--- config.mk ---
export PLATFORM = sky130hd
export DESIGN_NAME = halfstep_rate_div
export DESIGN_NICKNAME = d
export VERILOG_FILES = /design/src/rtl/hrd_pkg.sv /design/src/rtl/hrd_cfg_check.sv /design/src/rtl/hrd_phase_acc.sv /design/src/rtl/halfstep_rate_div.sv
export SDC_FILE = /design/constraint.sdc
export NUM_CORES = 1
export LEC_CHECK = 0
export CAP_MARGIN = 20
export CORE_MARGIN = 1
export CORE_UTILIZATION = 52
export DETAILED_ROUTE_END_ITERATION = 16
export PLACE_DENSITY = 0.77
export SYNTH_ARGS = -nofsm -noshare
export SYNTH_HDL_FRONTEND = slang
export SYNTH_SLANG_ARGS = --single-unit
--- constraint.sdc ---
create_clock -name clk -period 2.7 [get_ports clk]
set_input_delay 0.405 -clock clk [delete_from_list [all_inputs] [get_ports clk]]
set_output_delay 0.405 -clock clk [all_outputs]
set_load 0.02 [all_outputs]
--- src/rtl/hrd_pkg.sv ---
// Shared types for the half-step rate divider.
// Assumes nothing beyond a two-valued rate selection.
package hrd_pkg;

    typedef enum logic {
        MODE_NORM = 1'b0,
        MODE_DBL  = 1'b1
    } rate_mode_e;

endpackage

--- src/rtl/hrd_cfg_check.sv ---
// Validates control-byte writes and holds the pending divider code.
// A write is accepted only when both path fields match and the code is
// no greater than MAX_CODE; otherwise the pending code is kept and the
// error flag is set until the next accepted write.
// Assumes cfg_wr is a single-clock write strobe.
module hrd_cfg_check #(
    parameter int CODE_W   = 4,
    parameter int MAX_CODE = 10,
    localparam int BYTE_W  = 2 * CODE_W
) (
    input  logic              clk,
    input  logic              rst_n,
    input  logic              wr,
    input  logic [BYTE_W-1:0] data,
    output logic [CODE_W-1:0] pend_code,
    output logic              err
);

    logic [CODE_W-1:0] hi_f;
    logic [CODE_W-1:0] lo_f;
    logic              ok;

    // Split the byte into the two path fields and decide validity.
    always_comb begin
        hi_f = data[BYTE_W-1:CODE_W];
        lo_f = data[CODE_W-1:0];
        ok   = (hi_f == lo_f) && (int'(lo_f) <= MAX_CODE);
    end

    // Capture an accepted code, or flag a rejected one.
    always_ff @(posedge clk) begin
        if (!rst_n) begin
            pend_code <= '0;
            err       <= 1'b0;
        end else if (wr) begin
            if (ok) begin
                pend_code <= lo_f;
                err       <= 1'b0;
            end else begin
                err       <= 1'b1;
            end
        end
    end


    reject_keeps_chk: assert property (@(posedge clk) disable iff (!rst_n)
        wr && !ok |=> err && $stable(pend_code));


    accept_clears_chk: assert property (@(posedge clk) disable iff (!rst_n)
        wr && ok |=> !err && (pend_code == $past(lo_f)));

endmodule

--- src/rtl/hrd_phase_acc.sv ---
// Phase accumulator that produces the sample strobe.
// The period is P = 2 + code in half-reference units. Each tick adds 1
// in normal mode and 2 in doubled mode; a strobe fires when the sum
// reaches P. The divider and mode are latched only on the strobe tick.
// A residue is carried only when the doubled mode and P are unchanged,
// so after any change an odd doubled ratio starts with the long period.
// Assumes tick is a single-clock pulse.
module hrd_phase_acc
    import hrd_pkg::*;
#(
    parameter int CODE_W   = 4,
    parameter int MAX_CODE = 10,
    localparam int P_MAX   = MAX_CODE + 2,
    localparam int CNT_W   = $clog2(P_MAX + 2)
) (
    input  logic              clk,
    input  logic              rst_n,
    input  logic              tick,
    input  logic [CODE_W-1:0] pend_code,
    input  logic              dbl_req,
    output logic              stb
);

    logic [CNT_W-1:0] p_act;
    logic [CNT_W-1:0] p_new;
    logic [CNT_W-1:0] cnt;
    logic [CNT_W-1:0] inc;
    logic [CNT_W-1:0] sum;
    rate_mode_e       mode_act;
    logic             hit;
    logic             keep_res;

    // Next phase, strobe decision and residue policy.
    always_comb begin
        inc      = (mode_act == MODE_DBL) ? CNT_W'(2) : CNT_W'(1);
        sum      = cnt + inc;
        hit      = tick && (sum >= p_act);
        p_new    = CNT_W'(pend_code) + CNT_W'(2);
        keep_res = dbl_req && (mode_act == MODE_DBL) && (p_new == p_act);
    end

    // Advance the phase per tick; reload settings on the strobe tick.
    always_ff @(posedge clk) begin
        if (!rst_n) begin
            cnt      <= CNT_W'(1);
            p_act    <= CNT_W'(2);
            mode_act <= MODE_NORM;
            stb      <= 1'b0;
        end else begin
            stb <= hit;
            if (hit) begin
                p_act    <= p_new;
                mode_act <= dbl_req ? MODE_DBL : MODE_NORM;
                cnt      <= keep_res ? (sum - p_act) : '0;
            end else if (tick) begin
                cnt <= sum;
            end
        end
    end


    stb_after_tick_chk: assert property (@(posedge clk) disable iff (!rst_n)
        stb |-> $past(tick));


    phase_bound_chk: assert property (@(posedge clk) disable iff (!rst_n)
        cnt < p_act);


    settle_at_boundary_chk: assert property (@(posedge clk) disable iff (!rst_n)
        !stb |-> $stable(p_act) && $stable(mode_act));


    norm_gap_chk: assert property (@(posedge clk) disable iff (!rst_n)
        stb && (mode_act == MODE_NORM) |=> !stb);

endmodule

--- src/rtl/halfstep_rate_div.sv ---
// Top of the half-step sample-rate strobe divider.
// It validates the control byte and produces one shared strobe for both
// converter paths from the double-reference tick.
// Assumes tick_2x and cfg_wr are single-clock pulses in the clk domain.
module halfstep_rate_div #(
    parameter int CODE_W   = 4,
    parameter int MAX_CODE = 10,
    localparam int BYTE_W  = 2 * CODE_W
) (
    input  logic              clk,
    input  logic              rst_n,
    input  logic              tick_2x,
    input  logic              cfg_wr,
    input  logic [BYTE_W-1:0] cfg_data,
    input  logic              rate_dbl,
    output logic              smp_stb,
    output logic              cfg_err
);

    logic [CODE_W-1:0] pend_code;

    hrd_cfg_check #(
        .CODE_W   (CODE_W),
        .MAX_CODE (MAX_CODE)
    ) u_cfg (
        .clk       (clk),
        .rst_n     (rst_n),
        .wr        (cfg_wr),
        .data      (cfg_data),
        .pend_code (pend_code),
        .err       (cfg_err)
    );

    hrd_phase_acc #(
        .CODE_W   (CODE_W),
        .MAX_CODE (MAX_CODE)
    ) u_acc (
        .clk       (clk),
        .rst_n     (rst_n),
        .tick      (tick_2x),
        .pend_code (pend_code),
        .dbl_req   (rate_dbl),
        .stb       (smp_stb)
    );


    reset_quiet_chk: assert property (@(posedge clk)
        !rst_n |=> !smp_stb && !cfg_err);

endmodule

### Word level (Yosys, flattened, before mapping)

Cells that the tools add are included.

* input bits: 13
* logic and storage cells: 25
* output and inout bits: 2
* flip-flop bits (word level): 15

* $add $sub $neg: 3
* muxes and demuxes: 6
* equality and inequality tests: 2
* magnitude comparators: 2
* reductions and logical operators: 6

Operators with widths (number)
* 4-bit 2-to-1 mux: 3
* 4-bit == test: 2
* 4-bit by 2-bit adder with 4-bit output, second input constant: 1
* 4-bit adder: 1
* 4-bit greater-or-equal comparator: 1
* 4-bit <= comparator, second input constant: 1
* 1-bit logical AND: 4
* 4-bit subtractor: 1
* 1-bit 2-to-1 mux: 2
* 2-bit 2-to-1 mux: 1
* 2-bit AND reduction: 1
* 2-bit nonzero test: 1

### Longest topological paths before layout

Gate-level depths: netlist (run 1).

* depth after elaboration: 5
* mapped depth: 10
* depth with buffers taken out: 10

### By module

From an unflattened synthesis (run 1), not the netlist that was laid out.

* cells, all modules: 117
* area, all modules: 1037.2 µm²

Modules (own cells, without submodules)
* hrd_phase_acc: area each 792.0 µm², cells each 89, times used 1
* hrd_cfg_check: area each 245.2 µm², cells each 28, times used 1

### Least setup slack after synthesis (run 1)

Ideal clock, no wire load.

* path kind: register to register
* start: register u_acc.mode_act
* end: register u_acc.cnt[3]
* setup slack: 0.374 ns
* clock period less this slack: 2.326 ns
* cell stages (with the launch flop): 10
* data arrival time: 2.256 ns
* required time: 2.630 ns
* cell sequence: dfxtp_1 -> inv_1 -> ha_1 -> inv_1 -> fa_1 -> fa_1 -> a21boi_2 -> o21a_1 -> a41o_1 -> a21oi_1

* cells in the longest elaborated chain, start to end: 5
* elaborated cells on any way between the ends: 11
* those cells by class: add/sub: 2; order compare: 1; mux: 4; reduce/logical: 4

Ends and longest elaborated chain
* start: declaration: RTL line hrd_phase_acc.sv:29 `rate_mode_e mode_act;`
* start signal: assignment: RTL line hrd_phase_acc.sv:53 `mode_act <= dbl_req ? MODE_DBL : MODE_NORM;`
* 2-bit 2-to-1 mux: RTL line hrd_phase_acc.sv:35 `inc = (mode_act == MODE_DBL) ? CNT_W'(2) : CNT_W'(1);`
* 4-bit adder: RTL line hrd_phase_acc.sv:36 `sum = cnt + inc;`
* 4-bit subtractor or 4-bit greater-or-equal comparator (tied branches): RTL line hrd_phase_acc.sv:54, hrd_phase_acc.sv:37
* 4-bit 2-to-1 mux or 1-bit logical AND (tied branches): RTL line hrd_phase_acc.sv:54, hrd_phase_acc.sv:37
* 4-bit 2-to-1 mux or 2-bit nonzero test (tied branches)
* end signal: assignment: RTL line hrd_phase_acc.sv:54 `cnt <= keep_res ? (sum - p_act) : '0;`
* end signal: assignment: RTL line hrd_phase_acc.sv:56 `cnt <= sum;`
* end: declaration: RTL line hrd_phase_acc.sv:26 `logic [CNT_W-1:0] cnt;`

Parallel ways exist; a longest one is shown, timed or not. The select of a mux whose other input is x is not followed.
A chain may end at the register's enable or synchronous reset.

### Final worst setup path (run 1)

* start: register u_acc.mode_act
* end: register u_acc.cnt[0]

Same word-level chain as after synthesis.

==> flow_summary_export.csv, run 1 <==
group,metric,value,unit
sta,worst_pin_slew,0.3789,ns
cells_and_area,layout-area-overhead-vs-synth,19.19,%
route,via_count,851,
power,totalPowerFinal,1.292,mW
cells_and_area,drive_above_1_share,0.08527,
critical_path,startpoint_type,"register",
placement,port_buffers,14,
cells_and_area,insertedDiodeCount,0,
grt,grt_start_max_net_pins,13,
critical_path,critical_path.slowest_cell,"sky130_fd_sc_hd__fa_1",
cts,cts.path.max_buffers,2,
sta,finalMaxSlewViolations,0,
route,wl_per_cell,13.54,microns
die,start_util,0.5705,
sta,setup_viol_count_final,0,
critical_path,end_kind,"register",
die,design.portCount,15,
grt,globalRouteTotalUtil,0.2320,
power,pwr_density_cell,1066,nW/um^2
logic_synthesis,ys.flop_type,"sky130_fd_sc_hd__dfxtp_1",
route,drcViolationCount,0,
critical_path,worst_ep_arrival_time,2.75,ns
die,chipHeight,46.23,microns
logic_synthesis,synth.avg_cell_area,9.082,sq um
die,floorplan.core_area,1783,sq um
critical_path,worst-r2r-cell-count,8,
cells_and_area,layout.nets,152,
outcome,outcome,"completed",
logic_synthesis,synthTopCellsByArea,"sky130_fd_sc_hd__dfxtp_1 30%, sky130_fd_sc_hd__ha_1 8.6%, sky130_fd_sc_hd__mux2i_1 7.9%",
logic_synthesis,synth_largest_area_cell,"sky130_fd_sc_hd__dfxtp_1",
critical_path,critical_path_buf_inv_count,2,
run,max-cap-violations,0,
critical_path,cp_cell_sequence,"inv_1, ha_1, inv_1, fa_1, fa_1, a21boi_2, o21a_2, o41ai_1",
cts,clkSlewWorstSetupHoldPaths,0.10,ns
cts,clock_tree_sinks,15,
cts,clkLatencyLatePin,0.29,ns
sta,post-route-period-util,0.9485,
logic_synthesis,yosys.cell_types.count,37,
route,detailedRoute.firstPassIterationCount,4,
sta,finalSetupTns,0,ns
placement,place_hpwl,1677,microns
sta,finClkSkew,0.008069,ns
logic_synthesis,async_set_or_reset_flop_fraction_in_the_synthesized_netlist,0,
hold_path,hold_path_depth,2,
power,max_ir_drop_vdd,859.2,uV
critical_path,data_required_time_of_the_critical_path,2.89,ns
grt,globalRoute.totalOverflow,0,
sta,finalHoldViolCount,0,
logic_synthesis,syn_area,1017,sq um
route,wirelength,2085,microns
grt,antenna_violations_before_repair,0,
cts,ctsRootBufferMaster,"sky130_fd_sc_hd__clkbuf_4",
critical_path,worst-setup-path-type,"reg -> reg",
cts,tritoncts,"yes",
logic_synthesis,synth-warning-count,0,
logic_synthesis,post-synth-top-area-fraction,0.2952,
placement,place.gp.congestion,0.8257,
power,total_leakage_power,0.4950,nW
cells_and_area,most-common-layout-cells,"15 x sky130_fd_sc_hd__dfxtp_1, 14 x sky130_fd_sc_hd__clkdlybuf4s50_1, 13 x sky130_fd_sc_hd__nand2_1",
critical_path,timing.critical_path.slowest_cell_delay,0.45,ns
cells_and_area,leading_cell_type_in_the_layout_fill_and_taps_excluded,"sky130_fd_sc_hd__dfxtp_1",
critical_path,critPathMaxFanout,5,
logic_synthesis,postSynthCellCount,112,
logic_synthesis,synth.net_count,134,
logic_synthesis,synth.ff_latch_count,15,
die,die-area,2137,sq um
cells_and_area,fill_cells,150,
cts,cts_made_buffers,3,
sta,min_period,2.561,ns
route,ant_nets,0,
grt,grt_pass1_vias,795,
sta,rsz0062_at_grt,"false",
logic_synthesis,synth_enable_flop_cells,0,
grt,grt_pass1_wl,3422,microns
logic_synthesis,synth-seq-area-share,0.2952,
sta,maxClockFrequency,390.5,MHz
route,route.detailed.vias_per_inst,5.526,
critical_path,total_stage_count_of_the_critical_path,8,
cts,cts_max_level,1,
die,core.rowCount,15,
hold_path,min_path_type,"reg -> reg",
critical_path,timing.critical_path.max_delay_family,"adder cells",
route,detailedRoute.firstIterationViolations,14,
die,x_dimension_of_the_die,46.23,microns
sta,timing.max_slew.rel_slack,0.7456,
==> per-layer routing <==
metal	track usage	part of all wire	up-vias	wire length (microns)
met2	0.3915	0.47	13	988
li1	-	-	435	-
met1	0.2943	0.49	397	1015
met4	0.07059	0.013	0	28
met5	0	0	-	0
met3	0.04706	0.025	6	52
==> kinds of logic (layout without fill, tap and decap cells) <==
group / Yosys count / after routing / synth area share
compound gates: 25 / 25 / 0.1931
xor+xnor: 9 / 9 / 0.07749
mux: 8 / 8 / 0.07872
fa+ha+maj: 9 / 9 / 0.1255
buf+inv: 13 / 30 / 0.05166
simple gates: 33 / 33 / 0.1784
flops: 15 / 15 / 0.2952
==> per-stage QoR <==
step | area, sq um | setup slack (ns) | cells | util | hold WS (ns)
after global routing | 1212 | 0.001888 | 154 | 0.6800 | 0.4914
after floorplan | 1017 | 0.3740 | 112 | - | 0.4385
after global placement | 1185 | 0.2620 | 150 | 0.6646 | 0.4498
final | 1212 | 0.1390 | 154 | 0.6800 | 0.4683
after detailed placement | 1185 | 0.1817 | 150 | 0.6646 | 0.4596
after CTS | 1211 | 0.1471 | 154 | 0.6793 | 0.4732
==> where the power goes <==
group          internal, mW  switching, mW
clock network        0.0576         0.0779
registers             0.263         0.0302
logic                 0.381          0.483
total                 0.701          0.591
==> state kept, by name, indices dropped and copies added (netlist names) <==
signal	flops
u_acc.cnt	4
u_acc.p_act	4
u_cfg.pend_code	4
u_acc.mode_act	1
u_acc.stb	1
u_cfg.err	1
==> layout make-up <==
cell class / instances / area [sq um] / area share
multi-input combinational: 84 / 665.6 / 0.5490
sequential: 15 / 300.3 / 0.2477
timing repair buffer: 15 / 147.6 / 0.1218
inverter: 11 / 41.29 / 0.03406
tap: 25 / 31.28 / 0.02580
clock buffer: 4 / 26.28 / 0.02167
==> cell usage after synthesis (2+ instances only) <==
master	instances
sky130_fd_sc_hd__o21ai_0	6
sky130_fd_sc_hd__a21o_1	2
sky130_fd_sc_hd__nand2_1	13
sky130_fd_sc_hd__inv_1	10
sky130_fd_sc_hd__xnor2_1	5
sky130_fd_sc_hd__xor2_1	4
sky130_fd_sc_hd__ha_1	7
sky130_fd_sc_hd__nand4b_1	2
sky130_fd_sc_hd__nand3b_1	2
sky130_fd_sc_hd__nor2_1	5
sky130_fd_sc_hd__nor3_1	3
sky130_fd_sc_hd__dfxtp_1	15
sky130_fd_sc_hd__or3_1	2
sky130_fd_sc_hd__a21oi_1	5
sky130_fd_sc_hd__fa_1	2
sky130_fd_sc_hd__mux2i_1	8
==> worst reg2reg max path: stages, from the launching register on <==
cell and delay, ns:
sky130_fd_sc_hd__dfxtp_1 0.38, sky130_fd_sc_hd__inv_1 0.09, sky130_fd_sc_hd__ha_1 0.21, sky130_fd_sc_hd__inv_1 0.07
sky130_fd_sc_hd__fa_1 0.45, sky130_fd_sc_hd__fa_1 0.41, sky130_fd_sc_hd__a21boi_2 0.21, sky130_fd_sc_hd__o21a_2 0.27
sky130_fd_sc_hd__o41ai_1 0.35
==> worst paths after layout <==
kind,start,to,slack (ns)
worst max-delay path,u_acc.mode_act,u_acc.cnt[0],0.14
worst min-delay path,u_cfg.pend_code[2],u_cfg.pend_code[2],0.47
worst max register to register,u_acc.mode_act,u_acc.cnt[0],0.14
worst min register to register,u_cfg.pend_code[2],u_cfg.pend_code[2],0.47
==> repair_timing <==
action | 4_1_cts | 5_1_grt
buffers inserted | 0 | 0
hold buffers | 0 | 0
resized for setup | 0 | 1
endpoints found under the setup margin | 0 | 2
(Power assumes the default switching activity.)
==> run 2, diff against run 1 <==
--- a/config.mk
+++ b/config.mk
@@ -6,10 +6,11 @@
 export NUM_CORES = 1
 export LEC_CHECK = 0
 export CAP_MARGIN = 20
+export CORE_ASPECT_RATIO = 1.75
 export CORE_MARGIN = 1
-export CORE_UTILIZATION = 52
+export CORE_UTILIZATION = 30
 export DETAILED_ROUTE_END_ITERATION = 16
-export PLACE_DENSITY = 0.77
+export GPL_TIMING_DRIVEN = 1
 export SYNTH_ARGS = -nofsm -noshare
 export SYNTH_HDL_FRONTEND = slang
 export SYNTH_SLANG_ARGS = --single-unit
==> run 2 against run 1 <==
  * Fmax up 0.41%
  * Final cell count up 12%
  * Register-to-register slack about the same
  * Count of clock-buffer cells in the layout unchanged
  * Critical path depth up 1
  * First-iteration DRC count up 21%
  * Utilization down 29 points
  * Critical endpoint is now u_acc.cnt[1]
  * Largest power group unchanged
  * Worst setup slack better by 0.011 ns
==> flow_summary_export.csv, run 2 (synthesis results as in run 1) <==
group,metric,value,unit
outcome,outcome,"completed",
die,x_dimension_of_the_die,46.02,microns
cells_and_area,seqCellArea,300.3,sq um
sta,min_period,2.550,ns
grt,grt_start_max_net_pins,13,
cts,cts_max_level,1,
power,max_ir_drop_vdd,398.0,uV
sta,timing.max_slew.rel_slack,0.7219,
critical_path,critical_path.slowest_cell,"sky130_fd_sc_hd__fa_1",
power,pwr_density_cell,1069,nW/um^2
cts,hold_buffers,0,
critical_path,cp_cell_sequence,"inv_1, ha_1, inv_1, fa_1, fa_1, a21boi_2, o21ai_0, nand4b_1, a221oi_2",
critical_path,startpoint_type,"register",
sta,post-route-period-util,0.9446,
critical_path,total_stage_count_of_the_critical_path,9,
die,floorplan.core_area,3176,sq um
run,max-cap-violations,0,
die,core.rowCount,27,
route,wl_per_cell,12.58,microns
cts,tritoncts,"yes",
critical_path,r2r-end,"u_acc.cnt[1]",
die,die-area,3637,sq um
power,totalPowerFinal,1.341,mW
sta,rsz0062_at_grt,"false",
grt,globalRoute.totalOverflow,0,
cells_and_area,leading_cell_type_in_the_layout_fill_and_taps_excluded,"sky130_fd_sc_hd__dfxtp_1",
critical_path,regToRegStartpoint,"u_acc.mode_act",
grt,globalRouteTotalUtil,0.1380,
placement,port_buffers,14,
critical_path,timing.critical_path.max_delay_family,"adder cells",
sta,setup_viol_count_final,0,
cells_and_area,insertedDiodeCount,0,
sta,finalMaxSlewViolations,0,
cells_and_area,fill_cells,339,
cells_and_area,layout-area-overhead-vs-synth,23.25,%
sta,worst_pin_slew,0.4141,ns
critical_path,critPathMaxFanout,4,
grt,grt_pass1_wl,3726,microns
die,chipHeight,79.03,microns
cts,cts.path.max_buffers,2,
cells_and_area,largestRegisters,"u_acc.cnt x4, u_acc.p_act x4, u_cfg.pend_code x4",
cells_and_area,multiInputGateArea,665.6,sq um
placement,preCtsSetupSlack,0.1879,ns
cells_and_area,layout.nets,152,
placement,place.gp.congestion,0.9466,
grt,grt_pass1_vias,881,
hold_path,min_path_type,"reg -> reg",
sta,maxClockFrequency,392.1,MHz
cells_and_area,most-common-layout-cells,"15 x sky130_fd_sc_hd__dfxtp_1, 14 x sky130_fd_sc_hd__clkdlybuf4s50_1, 13 x sky130_fd_sc_hd__nand2_1",
route,via_count,871,
route,route.detailed.vias_per_inst,5.064,
cts,clock_tree_sinks,15,
cells_and_area,drive_above_1_share,0.08527,
critical_path,end_kind,"register",
critical_path,endpoint,"u_acc.cnt[1]",
placement,place_hpwl,1790,microns
sta,worst_slack_setup_final,0.1496,ns
cts,clkSlewWorstSetupHoldPaths,0.06,ns
cts,ctsRootBufferMaster,"sky130_fd_sc_hd__clkbuf_8",
sta,finalHoldViolCount,0,
route,drcViolationCount,0,
cts,cts_made_buffers,3,
critical_path,worst_setup_path_startpoint,"u_acc.mode_act",
critical_path,worst-setup-path-type,"reg -> reg",
critical_path,data_required_time_of_the_critical_path,2.86,ns
sta,finalSetupTns,0,ns
die,start_util,0.3203,
critical_path,worst-r2r-cell-count,9,
route,wirelength,2163,microns
route,detailedRoute.firstPassIterationCount,4,
route,detailedRoute.firstIterationViolations,17,
route,ant_nets,0,
sta,finClkSkew,0.002754,ns
grt,antenna_violations_before_repair,0,
critical_path,timing.critical_path.slowest_cell_delay,0.44,ns
power,total_leakage_power,0.5028,nW
sta,worst_hold_slack,0.4734,ns
critical_path,critical_path_buf_inv_count,2,
critical_path,setup.reg_to_reg.worst_slack,0.15,ns
critical_path,worst_ep_arrival_time,2.71,ns
cts,clkLatencyLatePin,0.25,ns
die,design.portCount,15,
-- run 2: worst reg2reg max path: stages, from the launching register on --
cell,delay (ns)
sky130_fd_sc_hd__dfxtp_1,0.37
sky130_fd_sc_hd__inv_1,0.09
sky130_fd_sc_hd__ha_1,0.21
sky130_fd_sc_hd__inv_1,0.07
sky130_fd_sc_hd__fa_1,0.44
sky130_fd_sc_hd__fa_1,0.42
sky130_fd_sc_hd__a21boi_2,0.21
sky130_fd_sc_hd__o21ai_0,0.28
sky130_fd_sc_hd__nand4b_1,0.15
sky130_fd_sc_hd__a221oi_2,0.23
-- run 2: repair_timing --
| action | CTS | global route |
|---|---|---|
| setup endpoints to repair | 0 | 1 |
| gates resized for setup | 0 | 1 |
| setup buffers | 0 | 0 |
-- run 2: per-layer routing --
| layer | track usage | vias to the layer above | share of wire |
|---|---|---|---|
| li1 | - | 431 | - |
| met1 | 0.1608 | 413 | 0.40 |
| met2 | 0.2352 | 22 | 0.55 |
| met3 | 0.02273 | 5 | 0.035 |
| met4 | 0.05882 | 0 | 0.013 |
| met5 | 0 | - | 0 |
-- run 2: power breakdown --
part	internal, mW	leakage [nW]	total [mW]	switching (mW)
logic	0.381	0.357	0.862	0.481
registers	0.263	0.123	0.293	0.0304
clock network	0.104	0.0228	0.185	0.0810
-- run 2: worst min path at each step --
stage | start | to | slack, ns | cells past startpoint
floorplan | u_cfg.pend_code[2] | u_cfg.pend_code[2] | 0.44 | 2
global placement | u_cfg.pend_code[2] | u_cfg.pend_code[2] | 0.45 | 2
detailed placement | u_cfg.pend_code[2] | u_cfg.pend_code[2] | 0.46 | 2
CTS | u_cfg.pend_code[2] | u_cfg.pend_code[2] | 0.47 | 2
global route | u_cfg.pend_code[2] | u_cfg.pend_code[2] | 0.50 | 2
finish | u_cfg.pend_code[2] | u_cfg.pend_code[2] | 0.47 | 2
-- run 2: cell type report --
cell class / count / share of cell area
tap: 43 / 0.04291
timing repair buffer: 15 / 0.1178
sequential: 15 / 0.2395
multi-input combinational: 84 / 0.5309
clock buffer: 4 / 0.03593
inverter: 11 / 0.03293
-- run 2: through the flow --
step / util / instance area [sq um] / std cells
floorplan: - / 1017 / 112
global placement: 0.3802 / 1207 / 168
detailed placement: 0.3802 / 1207 / 168
CTS: 0.3944 / 1252 / 172
global route: 0.3948 / 1254 / 172
finish: 0.3948 / 1254 / 172
